### config.mk
export PLATFORM = sky130hd
export DESIGN_NAME = gpio_port_regs
export DESIGN_NICKNAME = d
export VERILOG_FILES = /design/src/rtl/gpio_pkg.sv /design/src/rtl/gpio_rst_sync.sv /design/src/rtl/gpio_in_sync.sv /design/src/rtl/gpio_mode_dec.sv /design/src/rtl/gpio_out_latch.sv /design/src/rtl/gpio_port_regs.sv
export SDC_FILE = /design/constraint.sdc
export NUM_CORES = 1
export LEC_CHECK = 0
export ABC_AREA = 1
export BUFFER_PORTS_ARGS = -buffer_cell sky130_fd_sc_hd__buf_2
export CAP_MARGIN = 0
export CORE_MARGIN = 2
export CORE_UTILIZATION = 50
export CTS_CLUSTER_SIZE = 8
export DETAILED_ROUTE_END_ITERATION = 16
export GPL_TIMING_DRIVEN = 0
export PLACE_DENSITY_LB_ADDON = 0.3
export SLEW_MARGIN = 30
export SYNTH_ARGS = -nofsm -noshare
export SYNTH_HDL_FRONTEND = slang
export SYNTH_SLANG_ARGS = --single-unit
export TNS_END_PERCENT = 5
### constraint.sdc
create_clock -name clk -period 3.5 [get_ports clk]
set_clock_uncertainty 0.05 [all_clocks]
set_input_delay 0.35 -clock clk [delete_from_list [all_inputs] [get_ports clk]]
set_output_delay 0.35 -clock clk [all_outputs]
set_load 0.1 [all_outputs]
### src/rtl/gpio_pkg.sv
package gpio_pkg;

  typedef enum logic [1:0] {
    PM_INPUT  = 2'b00,
    PM_OUTPUT = 2'b01,
    PM_ALT    = 2'b10,
    PM_ANALOG = 2'b11
  } pin_mode_e;

  // Word indices on the register bus (byte offset = index * 4).
  localparam int unsigned IDX_CFG  = 0;
  localparam int unsigned IDX_IN   = 4;
  localparam int unsigned IDX_OUT  = 5;
  localparam int unsigned IDX_ATOM = 6;

endpackage

### src/rtl/gpio_rst_sync.sv
module gpio_rst_sync (
  input  logic clk,
  input  logic rst_n,
  output logic rst_q
);
  logic [1:0] stg_q;
  logic [1:0] stg_d;

  always_comb begin
    stg_d = {stg_q[0], 1'b1};
  end

  always_ff @(posedge clk or negedge rst_n) begin
    if (!rst_n) stg_q <= '0;
    else        stg_q <= stg_d;
  end

  assign rst_q = stg_q[1];
endmodule

### src/rtl/gpio_in_sync.sv
module gpio_in_sync #(
  parameter int unsigned W = 16
) (
  input  logic         clk,
  input  logic         rst_n,
  input  logic [W-1:0] din,
  output logic [W-1:0] dout
);
  logic [W-1:0] meta_q;
  logic [W-1:0] sync_q;

  always_ff @(posedge clk or negedge rst_n) begin
    if (!rst_n) begin
      meta_q <= '0;
      sync_q <= '0;
    end else begin
      meta_q <= din;
      sync_q <= meta_q;
    end
  end

  assign dout = sync_q;
endmodule

### src/rtl/gpio_mode_dec.sv
module gpio_mode_dec
  import gpio_pkg::*;
#(
  parameter int unsigned NPINS = 16
) (
  input  logic [2*NPINS-1:0] cfg,
  output logic [NPINS-1:0]   oe
);
  for (genvar g = 0; g < NPINS; g++) begin : g_pin
    pin_mode_e mode;
    assign mode  = pin_mode_e'(cfg[2*g+1:2*g]);
    assign oe[g] = (mode == PM_OUTPUT);
  end
endmodule

### src/rtl/gpio_out_latch.sv
module gpio_out_latch #(
  parameter int unsigned NPINS = 16
) (
  input  logic             clk,
  input  logic             rst_n,
  input  logic             wr_load,
  input  logic             wr_atom,
  input  logic [NPINS-1:0] set_bits,
  input  logic [NPINS-1:0] clr_bits,
  output logic [NPINS-1:0] q
);
  logic [NPINS-1:0] q_r;
  logic [NPINS-1:0] q_d;
  logic             q_en;

  always_comb begin
    q_en = wr_load | wr_atom;
    q_d  = q_r;
    if (wr_atom)      q_d = (q_r & ~clr_bits) | set_bits; // set wins
    else if (wr_load) q_d = set_bits;
  end

  always_ff @(posedge clk or negedge rst_n) begin
    if (!rst_n)    q_r <= '0;
    else if (q_en) q_r <= q_d;
  end

  assign q = q_r;
endmodule

### src/rtl/gpio_port_regs.sv
module gpio_port_regs
  import gpio_pkg::*;
#(
  parameter int unsigned NPINS = 16,
  parameter int unsigned DW    = 32,
  parameter int unsigned AW    = 3
) (
  input  logic             clk,
  input  logic             rst_n,
  input  logic             bus_we,
  input  logic [AW-1:0]    bus_addr,
  input  logic [DW-1:0]    bus_wdata,
  output logic [DW-1:0]    bus_rdata,
  input  logic [NPINS-1:0] pin_in,
  output logic [NPINS-1:0] pin_out,
  output logic [NPINS-1:0] pin_oe
);
  localparam int unsigned CFG_W = 2 * NPINS;
  localparam logic [AW-1:0] A_CFG = AW'(IDX_CFG);
  localparam logic [AW-1:0] A_IN  = AW'(IDX_IN);
  localparam logic [AW-1:0] A_OUT = AW'(IDX_OUT);
  localparam logic [AW-1:0] A_ATM = AW'(IDX_ATOM);

  logic             rst_q;
  logic [CFG_W-1:0] mode_q;
  logic [CFG_W-1:0] mode_d;
  logic             mode_en;
  logic [NPINS-1:0] in_sync;
  logic             wr_load;
  logic             wr_atom;

  gpio_rst_sync u_rst (
    .clk   (clk),
    .rst_n (rst_n),
    .rst_q (rst_q)
  );

  // Write decode
  always_comb begin
    mode_en = bus_we && (bus_addr == A_CFG);
    wr_load = bus_we && (bus_addr == A_OUT);
    wr_atom = bus_we && (bus_addr == A_ATM);
    mode_d  = bus_wdata[CFG_W-1:0];
  end

  always_ff @(posedge clk or negedge rst_q) begin
    if (!rst_q)       mode_q <= '0;
    else if (mode_en) mode_q <= mode_d;
  end

  gpio_mode_dec #(.NPINS(NPINS)) u_dec (
    .cfg (mode_q),
    .oe  (pin_oe)
  );

  gpio_out_latch #(.NPINS(NPINS)) u_out (
    .clk      (clk),
    .rst_n    (rst_q),
    .wr_load  (wr_load),
    .wr_atom  (wr_atom),
    .set_bits (bus_wdata[NPINS-1:0]),
    .clr_bits (bus_wdata[2*NPINS-1:NPINS]),
    .q        (pin_out)
  );

  gpio_in_sync #(.W(NPINS)) u_in (
    .clk   (clk),
    .rst_n (rst_q),
    .din   (pin_in),
    .dout  (in_sync)
  );

  // Read mux; the atomic word and unmapped indices return zero
  always_comb begin
    bus_rdata = '0;
    case (bus_addr)
      A_CFG:   bus_rdata[CFG_W-1:0] = mode_q;
      A_IN:    bus_rdata[NPINS-1:0] = in_sync;
      A_OUT:   bus_rdata[NPINS-1:0] = pin_out;
      default: bus_rdata = '0;
    endcase
  end
endmodule

* Word level (Yosys, flattened, before mapping)
Index checks and enable logic that the tools add are counted.
** Word-level totals
- Register bits after elaboration :: 82
- Input port bits :: 54
- Output and inout bits :: 64
- Word-level logic and storage cells :: 38
** Cells by class
- Eq/ne operators :: 19
- Mux-type cells :: 4
- Bitwise operators :: 4
- Reduce and logical (&&, ||, !) cells :: 6
** Operator list (number)
- 2-to-1 mux 16 bit :: 3
- one-hot mux 16 bit (3 select lines) :: 1
- == test 2 x 1 -> 1 bit (second input constant) :: 16
- AND 16 bit :: 1
- inverter 16 bit :: 1
- OR 16 bit :: 1
- == test 3 bit (second input constant) :: 3
- logical AND 1 bit :: 3
- logical NOT 3 bit :: 1
- AND reduction 2 bit :: 1
- nonzero test 2 bit :: 1
- OR 1 bit :: 1

* Longest topological paths before layout
- Depth in word-level cells :: 4
- Gate-level depth with buffers :: 8
- Depth with buffers taken out :: 7

* By module
A second synthesis with hierarchy kept.
** Second synthesis, totals
- Cells, all modules :: 448
- Area total of the unflattened synthesis :: 3936.3 um2
** By module, submodules not included
- gpio_port_regs :: times used 1, cells each 261, area each 2026.9 um2, sequential area each 800.8 um2
- gpio_out_latch :: times used 1, cells each 120, area each 894.6 um2, sequential area each 400.4 um2
- gpio_in_sync :: times used 1, cells each 32, area each 800.8 um2, sequential area each 800.8 um2
- gpio_mode_dec :: times used 1, cells each 32, area each 160.2 um2, sequential area each 0.0 um2
- gpio_rst_sync :: times used 1, cells each 3, area each 53.8 um2, sequential area each 50.0 um2

* Worst setup path before layout
OpenSTA, ideal clock, no wires.
- Path type :: in2out
- From :: input bus_addr[2]
- To :: output bus_rdata[21]
- Arrival :: 2.237 ns
- Required time :: 3.100 ns
- Path slack :: 0.863 ns
- Cell stages on the path :: 4
- Buffers on the path :: 1
- Path through :: nor3_4 -> inv_2 -> clkbuf_1 -> nor2_1
** Between the ends
- Longest elaborated chain between the ends :: 2
** RTL lines
- start: declaration :: RTL line gpio_port_regs.sv:11 : input logic [AW-1:0] bus_addr,
- logical NOT 3 bit :: RTL line gpio_port_regs.sv:76 : case (bus_addr)
- 2-to-1 mux 16 bit :: RTL line gpio_port_regs.sv:76
- end: declaration :: RTL line gpio_port_regs.sv:13 : output logic [DW-1:0] bus_rdata,
No other way between the ends.

* Worst setup path after layout
- From :: input bus_addr[2]
- To :: output bus_rdata[3]
** Between the ends
- Longest elaborated chain between the ends :: 2
- Elaborated cells between the ends (all ways) :: 4
- Classes of those cells :: eq/ne (2); mux (1); reduce/logical (1)
** RTL lines (RTL line)
- == test 3 bit or logical NOT 3 bit (tied branches) :: gpio_port_regs.sv:76
- one-hot mux 16 bit (3 select lines) (*) :: gpio_port_regs.sv:76
Mark *: on every way between the ends. The rest lies on a longest branch, timed or not.

==> summary.txt <==
Clock network
  • H-tree depth: 3
  • Clock latency on the worst-skew pair: approximately 0.33 ns
  • Num CTS Buffers: 9
  • Postcts setup bufs: 0
  • Root buffer cell: clkbuf_8
  • Max Buffers Root-to-Sink: 2
  • Clock-pin slew on the worst setup and hold paths: 0.08 ns
  • Cts hold-fix bufs: 1
  • Clock sink total: 82
  • CTS tree: done
  • Resize count post-CTS: 0

GRT
  • Number of global-route vias before repair: 3046
  • Initial antenna violation count: 0
  • Total grt overflow: 0
  • First-pass GRT wire length: approximately 14 mm
  • Pin count of the biggest net entering global routing: 45
  • Total GRT Usage: 0.232

Cells and area
  • Commonest non-fill, non-tap cell in the layout: nand2_1
  • Area of the multi-input gates: 1220 um^2
  • # nets final: 643
  • Synth-to-layout area growth: 26.3%
  • ANT cells: 0
  • Storage cell area: approximately 2100 um^2
  • Share of cells above drive strength 1: 0.263
  • Most frequent cells in the layout: nand2_1, buf_2, dfrtp_1, inv_1, nor2_1
  • FILL cells: 606

Routing
  • Wire length per cell: 12.4 um
  • 1st-iter DRT viols: 194
  • DRC violations left: 0
  • Routed vias: roughly 3200
  • Final antenna-violating net count: 0
  • Met1 WL: 3.78 mm
  • Met2 WL post-DR: 4.12 mm
  • Routed WL: 8.58 mm
  • Routed met3 length: 614 um
  • First-pass DRT Iterations: 5
  • Vias/cell: around 4.6
  • Top routing layer in use: met4

Pwr
  • Pleak: 2.67 nW
  • Cell Pwr Density: about 650 nW/um^2
  • Maximum VDD drop: 0.422 mV

Placement
  • Port Buf Inserts: 117
  • GP Congestion: 0.845
  • Post-DP HPWL: around 6.5 mm
  • DP Worst Slack: ~1.1 ns

Floorplanning
  • IO Pins: 118
  • Die Width: 88.7 um
  • Die Y: 88.7 um
  • Initial Util: 0.522
  • Core box area: a little under 7000 um^2
  • Die area: 7870 um^2
  • Site Rows: 30

Logic synthesis
  • Syn Inst Count: 459
  • Yosys top cell area share: 0.572
  • Mapped Nets: 513
  • Largest area contributor in the netlist: dfrtp_1
  • Synth Cell Area: 3590 um^2
  • Top cells by area, synth: dfrtp_1, nand2_1, inv_1
  • Post-synthesis sequential area ratio: 0.572
  • Yosys cell types: 17
  • Ys Warns: 0
  • #FFs+latches synth: 82
  • Mean Syn Cell Area: 7.82 um^2

Timing
  • Max-slew violations: 0
  • Fin worst setup slack: 1.07 ns
  • Worst-Margin Slew: 0.570 ns
  • Final setup TNS: 0 ns
  • RSZ-0062 raised after global routing: false
  • Final period util: 0.695
  • Final Hold Fails: 0
  • Max Fclk: between 0.4 and 0.5 GHz
  • Finish-stage setup viols: 0
  • Worst rel slew slack: 0.620
  • Min Tclk post-route: 2.43 ns

Worst setup path
  • Setup crit end kind: output pin
  • WP data required: 3.10 ns
  • Reg2reg setup slack: 2.52 ns
  • CP Launch Type: primary input
  • Arr. time, crit path: between 2 and 2.5 ns
  • Worst-path fanout max: 10
  • Crit Path Category: in2out

Flow run
  • Max Cap Viol: 0

Status
  • Status: complete, no violations

Worst hold path
  • Hold WC Path Type: in2reg
## registers in the layout (all words and copies together) (netlist names)
name,flops
u_rst.stg_q,2
u_in.dout,16
u_in.meta_q,16
mode_q,32
u_out.q,16
## worst paths after layout
path / depth (start not counted) / end / start
hold reg to reg: 0 / u_out.q[8] / u_rst.stg_q[1]
max in group asynchronous: 1 / mode_q[15] / u_rst.stg_q[1]
setup / recovery: 7 / bus_rdata[3] / bus_addr[2]
hold / removal: 1 / u_in.meta_q[2] / pin_in[2]
setup reg to reg: 1 / mode_q[15] / u_rst.stg_q[1]
min in group asynchronous: 0 / u_out.q[8] / u_rst.stg_q[1]
## worst max-delay path, stage by stage
cell     delay [ns]
buf_2          0.15
inv_1          0.09
nor3_2         0.47
buf_2          0.34
nand2_1        0.10
nand3_1        0.09
buf_2          0.43
## per-layer routing
layer	global-route usage	vias up
met2	0.367	112
met5	0	-
met3	0.0392	7
met4	0.0992	0
met1	0.319	1442
li1	-	1623
## layout make-up
class / instances / area share
sequential: 82 / 0.454
multi-input combinational: 300 / 0.270
timing repair buffer: 119 / 0.136
inverter: 63 / 0.0522
clock buffer: 11 / 0.0334
tap: 96 / 0.0265
buffer: 14 / 0.0168
clock inverter: 5 / 0.0116
## Yosys cell counts (all sizes together)
cell type  instances
conb               1
dfrtp             82
nand3             16
nor2              34
nand2            213
clkbuf             2
nand4              1
nor3               3
inv               63
o21ai             32
buf               12
## metrics by stage
step           std cells  area [um^2]  utilization  total power, mW  hold WS [ns]
2_1_floorplan        459         3590            -             2.10       0.00441
3_3_place_gp         672         4290        0.625             2.28        0.0855
3_5_place_dp         673         4320        0.629             2.30        0.0903
4_1_cts              690         4530        0.660             2.98        0.0491
5_1_grt              690         4530        0.660             3.11        0.0461
6_report             690         4530        0.660             2.96        0.0653
## power breakdown
group,total [mW],internal [mW],switching [mW]
sequential,1.18,1.07,0.110
combinational,1.10,0.183,0.919
clock,0.678,0.365,0.314
## logic make-up after synthesis
group	share of synthesized area
and+or+nand+nor	0.295
DFF	0.572
buffers and inverters	0.0872
AOI/OAI and AO/OA	0.0446
other	0.00105
No activity file was read; power rests on OpenSTA's default activity.
